[src/rtl/clkmul_pkg.sv]
package clkmul_pkg;

    localparam int REG_W    = 8;
    localparam int EN_BIT   = 7;
    localparam int INIT_BIT = 6;
    localparam int RDY_BIT  = 5;

    typedef enum logic [1:0] {
        SRC_EXT_HALF = 2'b00,
        SRC_INT_HALF = 2'b01,
        SRC_EXT_FULL = 2'b10,
        SRC_RSVD     = 2'b11
    } src_e;

    typedef struct packed {
        logic hit;
        logic wipe;
        logic new_en;
        src_e new_sel;
        logic en_on;
        logic en_off;
        logic sel_chg;
        logic init_ok;
        logic init_bad;
    } wr_act_t;

    function automatic logic [2:0] factor_of(src_e s);
        case (s)
            SRC_EXT_HALF: factor_of = 3'd4;
            SRC_INT_HALF: factor_of = 3'd2;
            SRC_EXT_FULL: factor_of = 3'd2;
            default:      factor_of = 3'd0;
        endcase
    endfunction

endpackage

[src/rtl/clkmul_cycle_timer.sv]
module clkmul_cycle_timer #(
    parameter int LIMIT = 16
) (
    input  logic clk,
    input  logic rst,
    input  logic clr,
    input  logic start,
    input  logic run,
    output logic done
);
    localparam int CW = $clog2(LIMIT + 1);
    localparam logic [CW-1:0] LIM = CW'(LIMIT);

    logic [CW-1:0] cnt;

    always_ff @(posedge clk) begin
        if (rst || clr)
            cnt <= '0;
        else if (start)
            cnt <= CW'(1);
        else if (run && cnt != LIM && cnt != '0)
            cnt <= cnt + CW'(1);
    end

    assign done = (cnt == LIM);

    AST_TIMER_BOUND: assert property (@(posedge clk) disable iff (rst)
        cnt <= LIM);

    AST_TIMER_HOLDS: assert property (@(posedge clk) disable iff (rst)
        (done && run && !clr && !start) |=> done);
endmodule

[src/rtl/clkmul_wr_decode.sv]
module clkmul_wr_decode
    import clkmul_pkg::*;
#(
    parameter int              ADDR_W   = 8,
    parameter logic [ADDR_W-1:0] REG_ADDR = 8'hBE
) (
    input  logic [ADDR_W-1:0] bus_addr,
    input  logic              bus_wr,
    input  logic [REG_W-1:0]  bus_wdata,
    input  logic              en_q,
    input  src_e              sel_q,
    input  logic              wait_done,
    output wr_act_t           act
);
    logic       init_req;
    logic [3:0] wdata_unused;

    assign wdata_unused = bus_wdata[5:2];

    always_comb begin
        act          = '0;
        act.hit      = bus_wr && (bus_addr == REG_ADDR);
        act.wipe     = act.hit && (bus_wdata == '0);
        act.new_en   = bus_wdata[EN_BIT];
        act.new_sel  = src_e'(bus_wdata[1:0]);
        act.en_on    = act.hit && !act.wipe && act.new_en && !en_q;
        act.en_off   = act.hit && en_q && !act.new_en;
        act.sel_chg  = act.hit && (act.new_sel != sel_q);
        init_req     = act.hit && !act.wipe && bus_wdata[INIT_BIT];
        act.init_ok  = init_req && en_q && act.new_en && wait_done && !act.sel_chg;
        act.init_bad = init_req && !act.init_ok;
    end
endmodule

[src/rtl/clkmul_ctrl.sv]
module clkmul_ctrl
    import clkmul_pkg::*;
#(
    parameter int                ADDR_W   = 8,
    parameter logic [ADDR_W-1:0] REG_ADDR = 8'hBE,
    parameter int                WAIT_CYC = 625,
    parameter int                LOCK_CYC = 64
) (
    input  logic              clk,
    input  logic              rst,
    input  logic [ADDR_W-1:0] bus_addr,
    input  logic              bus_wr,
    input  logic [7:0]        bus_wdata,
    output logic [7:0]        bus_rdata,
    output logic [1:0]        src_sel,
    output logic [2:0]        mult_factor,
    output logic              seq_err
);
    logic    en_q, init_q, rdy_q, err_q;
    src_e    sel_q;
    wr_act_t act;
    logic    wait_done, lock_done, cancel;

    clkmul_wr_decode #(.ADDR_W(ADDR_W), .REG_ADDR(REG_ADDR)) u_dec (
        .bus_addr (bus_addr),
        .bus_wr   (bus_wr),
        .bus_wdata(bus_wdata),
        .en_q     (en_q),
        .sel_q    (sel_q),
        .wait_done(wait_done),
        .act      (act)
    );

    assign cancel = act.wipe || act.en_off || act.sel_chg;

    clkmul_cycle_timer #(.LIMIT(WAIT_CYC)) u_wait (
        .clk  (clk),
        .rst  (rst),
        .clr  (act.en_off || act.wipe),
        .start(act.en_on),
        .run  (en_q),
        .done (wait_done)
    );

    clkmul_cycle_timer #(.LIMIT(LOCK_CYC)) u_lock (
        .clk  (clk),
        .rst  (rst),
        .clr  (cancel),
        .start(act.init_ok),
        .run  (init_q),
        .done (lock_done)
    );

    always_ff @(posedge clk) begin
        if (rst) begin
            en_q   <= 1'b0;
            sel_q  <= SRC_EXT_HALF;
            init_q <= 1'b0;
            rdy_q  <= 1'b0;
            err_q  <= 1'b0;
        end else begin
            if (act.hit) begin
                en_q  <= act.new_en;
                sel_q <= act.new_sel;
            end
            if (cancel)
                init_q <= 1'b0;
            else if (act.init_ok)
                init_q <= 1'b1;
            if (cancel || act.init_ok)
                rdy_q <= 1'b0;
            else if (init_q && lock_done && sel_q != SRC_RSVD)
                rdy_q <= 1'b1;
            if (act.wipe)
                err_q <= 1'b0;
            else if (act.init_bad)
                err_q <= 1'b1;
        end
    end

    always_comb begin
        bus_rdata = '0;
        if (bus_addr == REG_ADDR) begin
            bus_rdata[EN_BIT]   = en_q;
            bus_rdata[INIT_BIT] = init_q;
            bus_rdata[RDY_BIT]  = rdy_q;
            bus_rdata[1:0]      = sel_q;
        end
    end

    assign src_sel     = sel_q;
    assign mult_factor = factor_of(sel_q);
    assign seq_err     = err_q;

    AST_READY_NEEDS_INIT: assert property (@(posedge clk) disable iff (rst)
        rdy_q |-> (init_q && en_q));

    AST_EARLY_INIT_DROPPED: assert property (@(posedge clk) disable iff (rst)
        (act.hit && !act.wipe && bus_wdata[INIT_BIT] && !wait_done && !init_q)
        |=> (!init_q && err_q));

    AST_RSVD_NO_READY: assert property (@(posedge clk) disable iff (rst)
        (sel_q == SRC_RSVD) |-> !rdy_q);

    AST_WIPE_CLEARS: assert property (@(posedge clk) disable iff (rst)
        act.wipe |=> (!en_q && !init_q && !rdy_q && !err_q && sel_q == SRC_EXT_HALF));

    AST_SEL_CHANGE_DROPS: assert property (@(posedge clk) disable iff (rst)
        (act.sel_chg || act.en_off) |=> (!rdy_q && !init_q));

    AST_ERR_STICKY: assert property (@(posedge clk) disable iff (rst)
        (err_q && !act.wipe) |=> err_q);
endmodule

[config.mk]
export PLATFORM = sky130hd
export DESIGN_NAME = clkmul_ctrl
export DESIGN_NICKNAME = d
export VERILOG_FILES = /design/src/rtl/clkmul_pkg.sv /design/src/rtl/clkmul_cycle_timer.sv /design/src/rtl/clkmul_wr_decode.sv /design/src/rtl/clkmul_ctrl.sv
export SDC_FILE = /design/constraint.sdc
export NUM_CORES = 1
export LEC_CHECK = 0
export BUFFER_PORTS_ARGS = -buffer_cell sky130_fd_sc_hd__buf_4
export CAP_MARGIN = 0
export CORE_ASPECT_RATIO = 0.7
export CORE_MARGIN = 8
export CORE_UTILIZATION = 48
export CTS_CLUSTER_DIAMETER = 30
export DETAILED_ROUTE_END_ITERATION = 8
export GPL_ROUTABILITY_DRIVEN = 0
export GPL_TIMING_DRIVEN = 0
export HOLD_SLACK_MARGIN = 0.05
export PLACE_DENSITY = 0.75
export SYNTH_ARGS = -nofsm -noshare
export SYNTH_HDL_FRONTEND = slang
export SYNTH_SLANG_ARGS = --single-unit
[constraint.sdc]
create_clock -name clk -period 1.44 [get_ports clk]
set_input_delay 0.216 -clock clk [delete_from_list [all_inputs] [get_ports clk]]
set_output_delay 0.216 -clock clk [all_outputs]
set_load 0.05 [all_outputs]
==> Word level (Yosys, flattened, before mapping) <==
Cells that the tools add are included.
{ "word_totals": {"input_bits": 19, "ff_bits": 23} }
{ "classes": {"add_sub_neg": 2, "n_eq_ne": 9, "muxes": 7, "reduce_logical": 42} }
{ "op_table": {"columns": ["op", "count"], "rows": [
  ["1-bit logical AND", 20],
  ["2-bit OR reduction", 6],
  ["10-bit by 1-bit adder with 10-bit output (second input constant)", 1],
  ["10-bit equality test (second input constant)", 1],
  ["10-bit inequality test (second input constant)", 1],
  ["10-bit nonzero test", 1],
  ["8-bit equality test (second input constant)", 1],
  ["8-bit zero test", 1],
  ["7-bit by 1-bit adder with 7-bit output (second input constant)", 1],
  ["7-bit equality test (second input constant)", 1],
  ["7-bit inequality test (second input constant)", 1],
  ["7-bit nonzero test", 1],
  ["3-bit one-hot mux with 2 select lines", 1],
  ["1-bit zero test", 5],
  ["1-bit logical OR", 5],
  ["1-bit 2-to-1 mux", 4],
  ["2-bit nonzero test", 2],
  ["3-bit 2-to-1 mux", 1],
  ["2-bit by 1-bit equality test with 1-bit output (second input constant)", 1],
  ["2-bit equality test (second input constant)", 1],
  ["2-bit zero test", 1],
  ["2-bit 2-to-1 mux", 1],
  ["2-bit inequality test", 1],
  ["2-bit inequality test (second input constant)", 1]
]} }

==> Depth between registers and ports, before layout <==
{ "logic_depth": {"word_depth": 12, "mapped_depth": 6, "depth_no_buf": 6} }

==> By module <==
Synthesis repeated with hierarchy kept, for this count alone.
{ "unflattened": {"hier_cells": 173, "hier_area_um2": 1470.2} }
{ "by_module_without_submodules": {"columns": ["mod", "n_inst", "cells_each", "area_per_inst_um2"], "rows": [
  ["clkmul_cycle_timer (u_wait)", 1, 67, 588.1],
  ["clkmul_cycle_timer (u_lock)", 1, 46, 389.1],
  ["clkmul_ctrl", 1, 39, 351.6],
  ["clkmul_wr_decode", 1, 21, 141.4]
]} }

==> Worst setup path before layout <==
Ideal clock, no wire load.
{ "synth_timing": {"path_type": "register -> output", "from": "register sel_q[0], in the netlist src_sel[0]", "to": "output port bus_rdata[0]", "arrival_time_ns": 1.916, "path_stages_with_launch": 3, "path_buffers": 0, "setup_slack_ns": -0.692, "t_required_ns": 1.224, "cell_sequence": "dfxtp_1 inv_1 nor3_1"} }
{ "synth_via": {"elab_chain_len": 1} }
{ "synth_lines": {"columns": ["element", "line_no", "text"], "rows": [
  ["start, declared", "clkmul_ctrl.sv:20", "src_e sel_q;"],
  ["start signal, assigned", "clkmul_ctrl.sv:64", "sel_q <= act.new_sel;"],
  ["2-bit 2-to-1 mux", "clkmul_ctrl.sv:83", "if (bus_addr == REG_ADDR) begin"],
  ["end, declared", "clkmul_ctrl.sv:14", "output logic [7:0] bus_rdata,"]
]} }
No other way between the ends.

==> Final worst setup path <==
{ "layout_timing": {"from": "register u_wait.cnt[0]", "to": "register u_wait.cnt[0]"} }
{ "layout_via": {"elab_chain_len": 4, "word_cells_on_any_way": 8} }
{ "layout_lines": {"columns": ["element", "line_no", "text"], "rows": [
  ["start, declared", "clkmul_cycle_timer.sv:14", "logic [CW-1:0] cnt;"],
  ["start signal, assigned", "clkmul_cycle_timer.sv:22", "cnt <= cnt + CW'(1);"],
  ["branches (longest 4 deep; another with 10-bit by 1-bit adder with 10-bit output)", null, null]
]} }
Parallel ways; which one is timed is not known. The select of a mux whose other input is x is not followed.
A chain may end at the register's enable or synchronous reset.

==> impl_metrics.csv <==
group,metric,value,unit
global_route,overflow,0,
global_route,track_usage,15.9,%
setup_path,critPathMaxFanout,2,
timing,min_period_over_period,113,%
floorplan,row_count,16,
worst_hold_path,hold_end,"src_sel[1]",
status,status,"finished with violations",
setup_path,reg2reg_depth,6,
pwr,internal_power,0.000880,W
pwr,comb_power_share,10.7,%
timing,max_freq,617,MHz
layout,insertedDiodeCount,0,
synth,ys_seq_elements,23,
floorplan,ios,33,
detailed_routing,wl,4190,um
clocking,cts_tree,"done",
synth,seq_area_frac_synth,33.0,%
pwr,power,0.00118,W
worst_hold_path,hp-start,"rst",
setup_path,path_cells,"inv_4 > ha_4 > or4b_4 > mux2i_4 > mux2i_1 > a2111oi_2",
layout,area_growth,48.0,%
setup_path,reg2reg_to,"u_wait.cnt[0]",
clocking,root_buffer,"clkbuf_8",
synth,synth_area_leaders,"dfxtp_1 (33%), ha_1 (6.3%), xor2_1 (5.0%)",
setup_path,critPathKind,"register to register",
floorplan,initial_core_util,50.1,%
timing,rsz0062_at_grt,"true",
pwr,switchingPower,0.000297,W
timing,report.final.slew_viol_count,0,
pwr,ir_drop,0.415,mV
clocking,clk-insertion-delay-late,0.27,ns
synth,yosysUniqueCellTypes,44,
clocking,ctsHtreeMaxLevel,1,
setup_path,cp.arrival,1.78,ns
layout,final_cells,242,
global_route,grt_max_degree,14,
clocking,clock_sinks,23,
layout,nFillCells,186,
global_route,grt_pass1_vias,1330,
floorplan,design.die.area,4910,sq um
pwr,power_leakage,0.820,nW
synth,synth.avg_cell_area,8.94,sq um
timing,setup_viol,14,
setup_path,reg2reg_slack,-0.18,ns
detailed_routing,drt_iter0_drc,27,
timing,min_period,1.62,ns
detailed_routing,firstDrtPassIters,4,
clocking,holdBufCountCts,0,
setup_path,crit_required,1.60,ns
global_route,antenna_found_initial,0,
setup_path,rr_startpoint,"u_wait.cnt[0]",
global_route,grt_first_pass_wirelength,6150,um
setup_path,cp-end-kind,"register",
status,violations,"negative setup slack",
timing,worst_slack,-0.180,ns
worst_hold_path,min_path_type,"primary input to register",
worst_hold_path,hold_depth,2,
layout,final_util,74.2,%
floorplan,die_height,61.1,um
layout,layout-drive-gt1-share,47.1,%
synth,yosysWarnings,0,
flow_run,max_cap_violations,0,
clocking,cts_buffers,3,
clocking,clockBufferDepth,2,
place,placed_cells,223,
setup_path,crit_path_top_delay_cell,"or4b_4",
floorplan,die_width,80.4,um
detailed_routing,drc,0,
synth,syn_inst,156,
layout,fin_nets,233,
detailed_routing,drtAntennaViolNets,0,
detailed_routing,via_per_inst,5.54,
clocking,clk_pin_slew,0.08,ns
detailed_routing,dr_total_vias,1341,
place,dp_slack,-0.228,ns
detailed_routing,wl_per_cell,17.3,um
floorplan,core_area,2780,sq um
pwr,p_seq_share,53.5,%
pwr,sw_frac_of_total,25.3,%
timing,fin_skew,0.00301,ns
synth,yosysTopAreaCellShare,33.0,%
pwr,pwr_density_cell,570,nW/um^2
synth,synth_top_area_cell,"dfxtp_1",
pwr,pwr-share-clk,35.8,%
synth,syn_area,1400,sq um
timing,finalHoldViolCount,0,
setup_path,slowest_delay,0.46,ns
place,post-dp-hpwl,2610,um
timing,tns,-1.90,ns
setup_path,cp-start-kind,"register",
place,port-buffer-count,28,
[layout by cell type, fill, tap and decap left out, types with 2 or more instances in the layout]
cell type and n:
clkbuf_8 3, ha_4 3, ha_1 4, and3_1 2, xor2_1 7, xnor2_1 7, inv_1 8, nand3_1 2
buf_6 6, buf_4 41, dfxtp_2 2, nor2_1 16, buf_2 2, mux2i_1 5, and2_1 2, a21oi_1 6
nor4_1 2, o21ai_0 2, nand2_1 10, dfxtp_4 3, conb_1 4, nor3_2 11, nand4b_4 2, a211oi_2 2
dfxtp_1 18, nand4_1 5
[Yosys cell counts (all sizes together)]
library cell,instances
nor3,12
inv,10
and3,2
a211oi,3
nor2b,1
a41o,1
nor2,17
nand3,4
ha,7
or4b,1
nand2,10
a2111oi,1
a211o,1
dfxtp,23
a21oi,6
o22ai,1
or2,2
nand4b,2
nor4,4
nand4,5
buf,7
a31oi,2
and2,2
o2111ai,1
conb,1
a21boi,1
xnor2,7
o21ai,2
a21o,1
xor2,8
nand2b,1
o21bai,1
mux2i,6
and4,1
or3,1
nand4bb,1
[final cells by class]
cell class | count | area, sq um | share of cell area, %
Clock inverter | 1 | 5.00 | 0.242
Multi-Input combinational cell | 119 | 1050 | 51.0
Timing Repair Buffer | 43 | 354 | 17.2
Clock buffer | 3 | 41.3 | 2.00
Sequential cell | 23 | 474 | 23.0
Tap cell | 36 | 45.0 | 2.18
Buffer | 7 | 51.3 | 2.48
Inverter | 10 | 40.0 | 1.94
[power groups by stage]
| stage | registers, W | clock network [W] | logic, W |
|---|---|---|---|
| 2_1_floorplan | 0.000651 | 0 | 0.0000604 |
| 3_3_place_gp | 0.000651 | 0 | 0.000115 |
| 3_5_place_dp | 0.000651 | 0 | 0.000117 |
| 4_1_cts | 0.000632 | 0.000415 | 0.000119 |
| 5_1_grt | 0.000630 | 0.000457 | 0.000134 |
| 6_report | 0.000630 | 0.000421 | 0.000126 |
[worst max-delay path by stage]
| stage | start | endpoint | slack, ns | cells past startpoint |
|---|---|---|---|---|
| 4_1_cts | u_wait.cnt[0] | u_wait.cnt[0] | -0.17 | 6 |
| 3_3_place_gp | bus_addr[6] | u_wait.cnt[8] | -0.21 | 6 |
| 3_5_place_dp | bus_addr[6] | u_wait.cnt[8] | -0.23 | 6 |
| 5_1_grt | u_wait.cnt[1] | u_wait.cnt[0] | -0.27 | 6 |
| 6_report | u_wait.cnt[0] | u_wait.cnt[0] | -0.18 | 6 |
| 2_1_floorplan | src_sel[0] | bus_rdata[0] | -0.08 | 2 |
[repair_timing]
action | CTS | global route
pin swaps | 11 | 6
resized for setup | 14 | 23
gates cloned | 0 | 0
setup endpoints to repair | 16 | 23
buffers inserted | 8 | 7
[critical path, delay by kind of cell (launching register included)]
kind	cells	cell delay (ns)
flops	1	0.36
fa+ha+maj	1	0.11
buf+inv	1	0.06
mux	2	0.45
compound gates	1	0.05
simple gates	1	0.46
[metal layers]
layer	wire, um	global-route usage (%)	up-vias	part of all wire, %
met3	127	4.08	11	3.0
met4	86	4.64	0	2.1
met2	2190	28.4	28	52
met5	0	0	-	0
li1	-	-	650	-
met1	1780	18.3	652	43
[cells by family (layout without fill, tap and decap cells)]
kind of cell,after synthesis,in the layout,share of synthesized area [%]
simple gates,66,66,27.5
fa+ha+maj,7,7,6.28
mux,6,6,5.20
buf+inv,17,64,6.37
flops,23,23,33.0
xor+xnor,15,15,9.42
compound gates,21,21,11.9
other cells,1,4,0.269
[registers in the layout (all words and copies together), names as in the netlist]
| signal | cells |
|---|---|
| rdy_q | 1 |
| seq_err | 1 |
| u_wait.cnt | 10 |
| en_q | 1 |
| init_q | 1 |
| u_lock.cnt | 7 |
| src_sel | 2 |
[metrics by stage]
step | hold slack, ns | area, sq um
floorplan | 0.281 | 1470
global placement | 0.424 | 1720
global route | 0.139 | 2060
CTS | 0.146 | 1880
finish | 0.141 | 2060
detailed placement | 0.432 | 1720
No activity file was read; power rests on OpenSTA's default activity.
